==> config.mk <==
export PLATFORM = sky130hd
export DESIGN_NAME = axi4_to_axi3_adapter
export DESIGN_NICKNAME = d
export VERILOG_FILES = /design/src/rtl/axi_adapt_pkg.sv /design/src/rtl/axi_ax_convert.sv /design/src/rtl/axi_id_fifo.sv /design/src/rtl/axi4_to_axi3_adapter.sv
export SDC_FILE = /design/constraint.sdc
export NUM_CORES = 1
export LEC_CHECK = 0
export BUFFER_PORTS_ARGS = -buffer_cell sky130_fd_sc_hd__buf_2
export CORE_AREA = 2 2 157 159
export CTS_CLUSTER_SIZE = 24
export DETAILED_ROUTE_END_ITERATION = 10
export DIE_AREA = 0 0 159 161
export GPL_ROUTABILITY_DRIVEN = 0
export SLEW_MARGIN = 10
export SYNTH_ARGS = -nofsm -noshare
export SYNTH_HDL_FRONTEND = slang
export SYNTH_HIERARCHICAL = 1
export SYNTH_SLANG_ARGS = --single-unit
==> constraint.sdc <==
create_clock -name clk -period 2.83 [get_ports clk]
set_input_delay 0.4245 -clock clk [delete_from_list [all_inputs] [get_ports clk]]
set_output_delay 0.4245 -clock clk [all_outputs]
set_load 0.005 [all_outputs]
==> src/rtl/axi_adapt_pkg.sv <==
package axi_adapt_pkg;

    localparam int unsigned AXI3_LEN_W   = 4;
    localparam int unsigned AXI4_LEN_W   = 8;
    localparam logic [AXI3_LEN_W-1:0] AXI3_LEN_MAX = '1;

    typedef enum logic {
        ERR_CLEAR   = 1'b0,
        ERR_LATCHED = 1'b1
    } err_state_t;

    // Allocate hints only carry meaning for modifiable transactions.
    function automatic logic [3:0] cache_v4_to_v3(input logic [3:0] c);
        return {(c[1] ? c[3:2] : 2'b00), c[1:0]};
    endfunction

endpackage

==> src/rtl/axi_ax_convert.sv <==
module axi_ax_convert
    import axi_adapt_pkg::*;
(
    input  logic [AXI4_LEN_W-1:0] len_in,
    input  logic [3:0]            cache_in,
    output logic [AXI3_LEN_W-1:0] len_out,
    output logic [3:0]            cache_out,
    output logic                  oversize
);

    localparam logic [AXI4_LEN_W-1:0] LIMIT = AXI4_LEN_W'(AXI3_LEN_MAX);

    always_comb begin
        oversize  = (len_in > LIMIT);
        len_out   = oversize ? AXI3_LEN_MAX : len_in[AXI3_LEN_W-1:0];
        cache_out = cache_v4_to_v3(cache_in);
    end

endmodule

==> src/rtl/axi_id_fifo.sv <==
module axi_id_fifo #(
    parameter int unsigned ID_W  = 4,
    parameter int unsigned DEPTH = 4
) (
    input  logic            clk,
    input  logic            rst_n,
    input  logic            push,
    input  logic [ID_W-1:0] push_id,
    input  logic            pop,
    output logic [ID_W-1:0] head_id,
    output logic            full,
    output logic            empty
);

    localparam int unsigned PTR_W = (DEPTH > 1) ? $clog2(DEPTH) : 1;
    localparam int unsigned CNT_W = $clog2(DEPTH + 1);
    localparam logic [PTR_W-1:0] LAST_SLOT = PTR_W'(DEPTH - 1);

    logic [ID_W-1:0]  slots [DEPTH];
    logic [PTR_W-1:0] wr_ptr, rd_ptr;
    logic [CNT_W-1:0] used;

    function automatic logic [PTR_W-1:0] bump(input logic [PTR_W-1:0] p);
        return (p == LAST_SLOT) ? '0 : p + 1'b1;
    endfunction

    always_ff @(posedge clk) begin
        if (!rst_n) begin
            wr_ptr <= '0;
            rd_ptr <= '0;
            used   <= '0;
        end else begin
            if (push) begin
                slots[wr_ptr] <= push_id;
                wr_ptr        <= bump(wr_ptr);
            end
            if (pop) begin
                rd_ptr <= bump(rd_ptr);
            end
            unique case ({push, pop})
                2'b10:   used <= used + 1'b1;
                2'b01:   used <= used - 1'b1;
                default: used <= used;
            endcase
        end
    end

    assign head_id = slots[rd_ptr];
    assign full    = (used == CNT_W'(DEPTH));
    assign empty   = (used == '0);

endmodule

==> src/rtl/axi4_to_axi3_adapter.sv <==
module axi4_to_axi3_adapter
    import axi_adapt_pkg::*;
#(
    parameter int unsigned ID_W      = 4,
    parameter int unsigned ADDR_W    = 32,
    parameter int unsigned DATA_W    = 32,
    parameter int unsigned WID_DEPTH = 4
) (
    input  logic                  clk,
    input  logic                  rst_n,
    input  logic [ID_W-1:0]       s_awid,
    input  logic [ADDR_W-1:0]     s_awaddr,
    input  logic [7:0]            s_awlen,
    input  logic [2:0]            s_awsize,
    input  logic [1:0]            s_awburst,
    input  logic [3:0]            s_awcache,
    input  logic                  s_awvalid,
    output logic                  s_awready,
    input  logic [DATA_W-1:0]     s_wdata,
    input  logic [DATA_W/8-1:0]   s_wstrb,
    input  logic                  s_wlast,
    input  logic                  s_wvalid,
    output logic                  s_wready,
    output logic [ID_W-1:0]       s_bid,
    output logic [1:0]            s_bresp,
    output logic                  s_bvalid,
    input  logic                  s_bready,
    input  logic [ID_W-1:0]       s_arid,
    input  logic [ADDR_W-1:0]     s_araddr,
    input  logic [7:0]            s_arlen,
    input  logic [2:0]            s_arsize,
    input  logic [1:0]            s_arburst,
    input  logic [3:0]            s_arcache,
    input  logic                  s_arvalid,
    output logic                  s_arready,
    output logic [ID_W-1:0]       s_rid,
    output logic [DATA_W-1:0]     s_rdata,
    output logic [1:0]            s_rresp,
    output logic                  s_rlast,
    output logic                  s_rvalid,
    input  logic                  s_rready,
    output logic [ID_W-1:0]       m_awid,
    output logic [ADDR_W-1:0]     m_awaddr,
    output logic [3:0]            m_awlen,
    output logic [2:0]            m_awsize,
    output logic [1:0]            m_awburst,
    output logic [1:0]            m_awlock,
    output logic [3:0]            m_awcache,
    output logic                  m_awvalid,
    input  logic                  m_awready,
    output logic [ID_W-1:0]       m_wid,
    output logic [DATA_W-1:0]     m_wdata,
    output logic [DATA_W/8-1:0]   m_wstrb,
    output logic                  m_wlast,
    output logic                  m_wvalid,
    input  logic                  m_wready,
    input  logic [ID_W-1:0]       m_bid,
    input  logic [1:0]            m_bresp,
    input  logic                  m_bvalid,
    output logic                  m_bready,
    output logic [ID_W-1:0]       m_arid,
    output logic [ADDR_W-1:0]     m_araddr,
    output logic [3:0]            m_arlen,
    output logic [2:0]            m_arsize,
    output logic [1:0]            m_arburst,
    output logic [1:0]            m_arlock,
    output logic [3:0]            m_arcache,
    output logic                  m_arvalid,
    input  logic                  m_arready,
    input  logic [ID_W-1:0]       m_rid,
    input  logic [DATA_W-1:0]     m_rdata,
    input  logic [1:0]            m_rresp,
    input  logic                  m_rlast,
    input  logic                  m_rvalid,
    output logic                  m_rready,
    output logic                  len_err
);

    logic aw_oversize, ar_oversize;
    logic fifo_full, fifo_empty;
    logic aw_fire, ar_fire, w_done;
    err_state_t err_q, err_d;

    // Address-channel field conversion
    axi_ax_convert u_aw_conv (
        .len_in    (s_awlen),
        .cache_in  (s_awcache),
        .len_out   (m_awlen),
        .cache_out (m_awcache),
        .oversize  (aw_oversize)
    );

    axi_ax_convert u_ar_conv (
        .len_in    (s_arlen),
        .cache_in  (s_arcache),
        .len_out   (m_arlen),
        .cache_out (m_arcache),
        .oversize  (ar_oversize)
    );

    // Write-address channel: held off while every WID slot is taken
    assign m_awid    = s_awid;
    assign m_awaddr  = s_awaddr;
    assign m_awsize  = s_awsize;
    assign m_awburst = s_awburst;
    assign m_awlock  = 2'b00;
    assign m_awvalid = s_awvalid && !fifo_full;
    assign s_awready = m_awready && !fifo_full;
    assign aw_fire   = m_awvalid && m_awready;

    // Write-data channel: held off until its burst's address is known
    assign m_wdata  = s_wdata;
    assign m_wstrb  = s_wstrb;
    assign m_wlast  = s_wlast;
    assign m_wvalid = s_wvalid && !fifo_empty;
    assign s_wready = m_wready && !fifo_empty;
    assign w_done   = m_wvalid && m_wready && s_wlast;

    axi_id_fifo #(
        .ID_W  (ID_W),
        .DEPTH (WID_DEPTH)
    ) u_wid_fifo (
        .clk     (clk),
        .rst_n   (rst_n),
        .push    (aw_fire),
        .push_id (s_awid),
        .pop     (w_done),
        .head_id (m_wid),
        .full    (fifo_full),
        .empty   (fifo_empty)
    );

    // Read-address channel: never stalled
    assign m_arid    = s_arid;
    assign m_araddr  = s_araddr;
    assign m_arsize  = s_arsize;
    assign m_arburst = s_arburst;
    assign m_arlock  = 2'b00;
    assign m_arvalid = s_arvalid;
    assign s_arready = m_arready;
    assign ar_fire   = s_arvalid && m_arready;

    // Response channels
    assign s_bid    = m_bid;
    assign s_bresp  = m_bresp;
    assign s_bvalid = m_bvalid;
    assign m_bready = s_bready;
    assign s_rid    = m_rid;
    assign s_rdata  = m_rdata;
    assign s_rresp  = m_rresp;
    assign s_rlast  = m_rlast;
    assign s_rvalid = m_rvalid;
    assign m_rready = s_rready;

    // Sticky length-error state machine
    always_ff @(posedge clk) begin
        if (!rst_n) err_q <= ERR_CLEAR;
        else        err_q <= err_d;
    end

    always_comb begin
        err_d = err_q;
        unique case (err_q)
            ERR_CLEAR:   if ((aw_fire && aw_oversize) || (ar_fire && ar_oversize))
                             err_d = ERR_LATCHED;
            ERR_LATCHED: err_d = ERR_LATCHED;
            default:     err_d = ERR_CLEAR;
        endcase
    end

    always_comb begin
        len_err = (err_q == ERR_LATCHED);
    end

endmodule

==> out/metrics.yaml <==
timing:
  fin_crit_ps: 2340
  finalCritPeriodShare: 0.828
  slew_headroom: 0.633
  whs_ps: 420
  max_freq_ghz: 0.427
  fin_setup_tns_ps: 0
  slew_violations: 0
  fin_ws_ps: 487
  setup_viol: 0
  worst_slew_pin_slew_ps: 546
  final_hold_viol_count: 0
  finClkSkew_ps: 2.54
  rsz0062_at_grt: "no"
die:
  fp-row-count: 57
  core-area_sq_um: 24000
  die_h_microns: 161
  die-area_sq_um: 25600
  start_util: 0.108
  io_pins: 399
  chipWidth_microns: 159
clock_tree:
  ctsResizeCount: 0
  cts_sinks: 26
  cts_tree: "done"
  postCtsSetupRepairBufs: 0
  path_clk_slew_ps: 60
  cts_buffers: 3
  cts-root-buf: "clkbuf_16"
  htree_levels: 1
  cts_hold_buf: 0
  clk_latency_ps: 250
  clockBufferDepth: 2
synthesis:
  synth_seq_cells: 26
  synthAdderAreaFrac: 0.0369
  synth_mux_area_frac: 0.0456
  yosysTopAreaCell: "buf_4"
  synth_top_cell_area_share: 0.518
  synth_xor_area_frac: 0.00679
  synthSimpleGateAreaFrac: 0.0970
  synth-compound-area-share: 0.0170
  syn-instance-count: 273
  synth.cell_area_sq_um: 2580
  ys_seq_area_frac: 0.264
  synth_cell_types: 29
  ys_top_cells_by_area: "buf_4 (52%), edfxtp_1 (19%), dfxtp_1 (7.8%)"
  avgSynthCellArea_sq_um: 9.45
  ys_warn_count: 6
  synth_top_family_by_area: "buffers and inverters"
cells_and_area:
  final_area_sq_um: 2080
  drive_gt1_frac: 0.448
  final_nets: 373
  area_growth_pct: -19.3
  nFillCells: 2806
  n_antenna_cell: 0
drt:
  drt_iter0_drc: 35
  wl_mm: 6.85
  vias_per_cell: 2.45
  vias: 1199
  antenna_left: 0
  dr.pass1.iters: 2
  drc: 0
  wl_per_cell_microns: 14.0
placed_design:
  hpwl_mm: 5.91
  place_area_sq_um: 1980
  portBuffers: 64
  place_ws_ps: 507
setup_path:
  crit_type: "reg -> reg"
  crit_fanout: 7
  required_ps: 3020
  cp_slowest_cell: "fa_1"
  worstSetupStartpointType: "flop"
  rr_worst_depth: 11
  crit_arrival_ps: 2530
  cp_common_cell: "inv_1"
  cpPeakStageDelay_ps: 390
  path_buf_inv: 3
  cp_top_family: "simple AND/OR/NAND/NOR gates"
  crit_cells: 11
  end_kind: "flop"
  crit_chain: "inv_1, and3_1, nor2b_2, and2_1, inv_1, ha_1, inv_1, fa_1, xor2_1, or3_1, a21boi_1"
global_routing:
  grt-ovfl-total: 0
  grt_pass1_vias: 1226
  grt_pass1_wl_mm: 9.01
  grt.total_usage: 0.0492
  grt_max_degree: 16
  antenna_found_initial: 0
power_and_ir_drop:
  leakagePower_nw: 0.741
  power_per_cell_area_nw_per_um2: 445
  power_w: 0.000926
  peakVddDrop_mv: 0.201
run:
  drv_cap: 0
min_path:
  hold_path_class: "in -> reg"
  holdPathStages: 1
run_status:
  run_status: "finished clean"
-- through the flow --
stage	utilization	std cells
2_1_floorplan	-	276
3_3_place_gp	0.0824	485
3_5_place_dp	0.0824	485
4_1_cts	0.0868	489
5_1_grt	0.0868	489
6_report	0.0868	489
-- cell families (layout without fill, tap and decap cells) --
family	after synthesis	in the layout
compound gates	7	7
xor+xnor	2	2
fa+ha+maj	7	7
buf+inv	187	76
flops	26	26
mux	6	6
other cells	1	4
simple gates	37	37
-- power breakdown --
part	switching, W	internal (W)	total [W]
logic	0.0000502	0.0000537	0.000104
clock network	0.000122	0.000281	0.000403
registers	0.00000732	0.000411	0.000418
-- layer usage --
layer  GRT usage  vias to the layer above  wire length (microns)
met3      0.0480                       68                   1520
met4      0.0401                        0                    510
met5     0.00568                        -                      0
li1            -                      474                      -
met1      0.0408                      496                   1960
met2      0.0696                      161                   2860
-- cell usage in the layout (no fill, tap or decap), types with 4 or more instances in the layout --
cell type / synthesis / routed
and2_1: 7 / 7
and3_1: 6 / 6
buf_2: 0 / 64
conb_1: 1 / 4
dfxtp_1: 10 / 10
edfxtp_1: 16 / 16
ha_1: 6 / 6
inv_1: 8 / 8
nand2b_1: 8 / 8
nor2b_1: 6 / 6
-- registers in the layout, summed over array words and instances, names as in the netlist, named ones only --
name,count
len_err,1
u_wid_fifo/wr_ptr,2
u_wid_fifo/slots,16
u_wid_fifo/rd_ptr,2
u_wid_fifo/used,3
-- area by class of cell --
| type | instances | area, sq um | area share |
|---|---|---|---|
| Clock inverter | 1 | 30.0 | 0.0144 |
| Tap cell | 324 | 405 | 0.195 |
| Multi-Input combinational cell | 63 | 539 | 0.259 |
| Inverter | 8 | 30.0 | 0.0144 |
| Clock buffer | 3 | 75.1 | 0.0361 |
| Timing Repair Buffer | 64 | 320 | 0.154 |
| Sequential cell | 26 | 681 | 0.327 |
-- cell usage after synthesis --
master    number
a21oi_1        1
o21ai_0        2
ha_1           6
nor3b_1        2
fa_1           1
nor2b_2        2
edfxtp_1      16
mux2i_1        2
nor3_1         1
nand4b_1       1
nor4_2         2
mux4_1         2
mux4_2         2
xnor2_1        1
conb_1         1
a21boi_1       2
dfxtp_1       10
nand2_1        1
clkbuf_1       1
buf_4        178
a31oi_1        1
or3_1          1
nor2b_1        6
and2_1         7
nand2b_1       8
o21a_1         1
inv_1          8
xor2_1         1
and3_1         6
-- worst register-to-register path: stages (launching register included) --
cell	delay (ps)
dfxtp_1	330
inv_1	90
and3_1	220
nor2b_2	60
and2_1	220
inv_1	100
ha_1	200
inv_1	70
fa_1	390
xor2_1	160
or3_1	310
a21boi_1	140
-- final timing paths --
| path | start | end | slack, ps |
|---|---|---|---|
| max | u_wid_fifo/used[0]$_SDFFE_PN0P_ | u_wid_fifo/used[2]$_SDFFE_PN0P_ | 490 |
| min | s_awid[3] | u_wid_fifo/slots[1][3]$_DFFE_PP_ | 420 |
| max reg2reg | u_wid_fifo/used[0]$_SDFFE_PN0P_ | u_wid_fifo/used[2]$_SDFFE_PN0P_ | 490 |
| min reg2reg | u_wid_fifo/used[2]$_SDFFE_PN0P_ | u_wid_fifo/used[2]$_SDFFE_PN0P_ | 510 |
(Power assumes the default switching activity.)
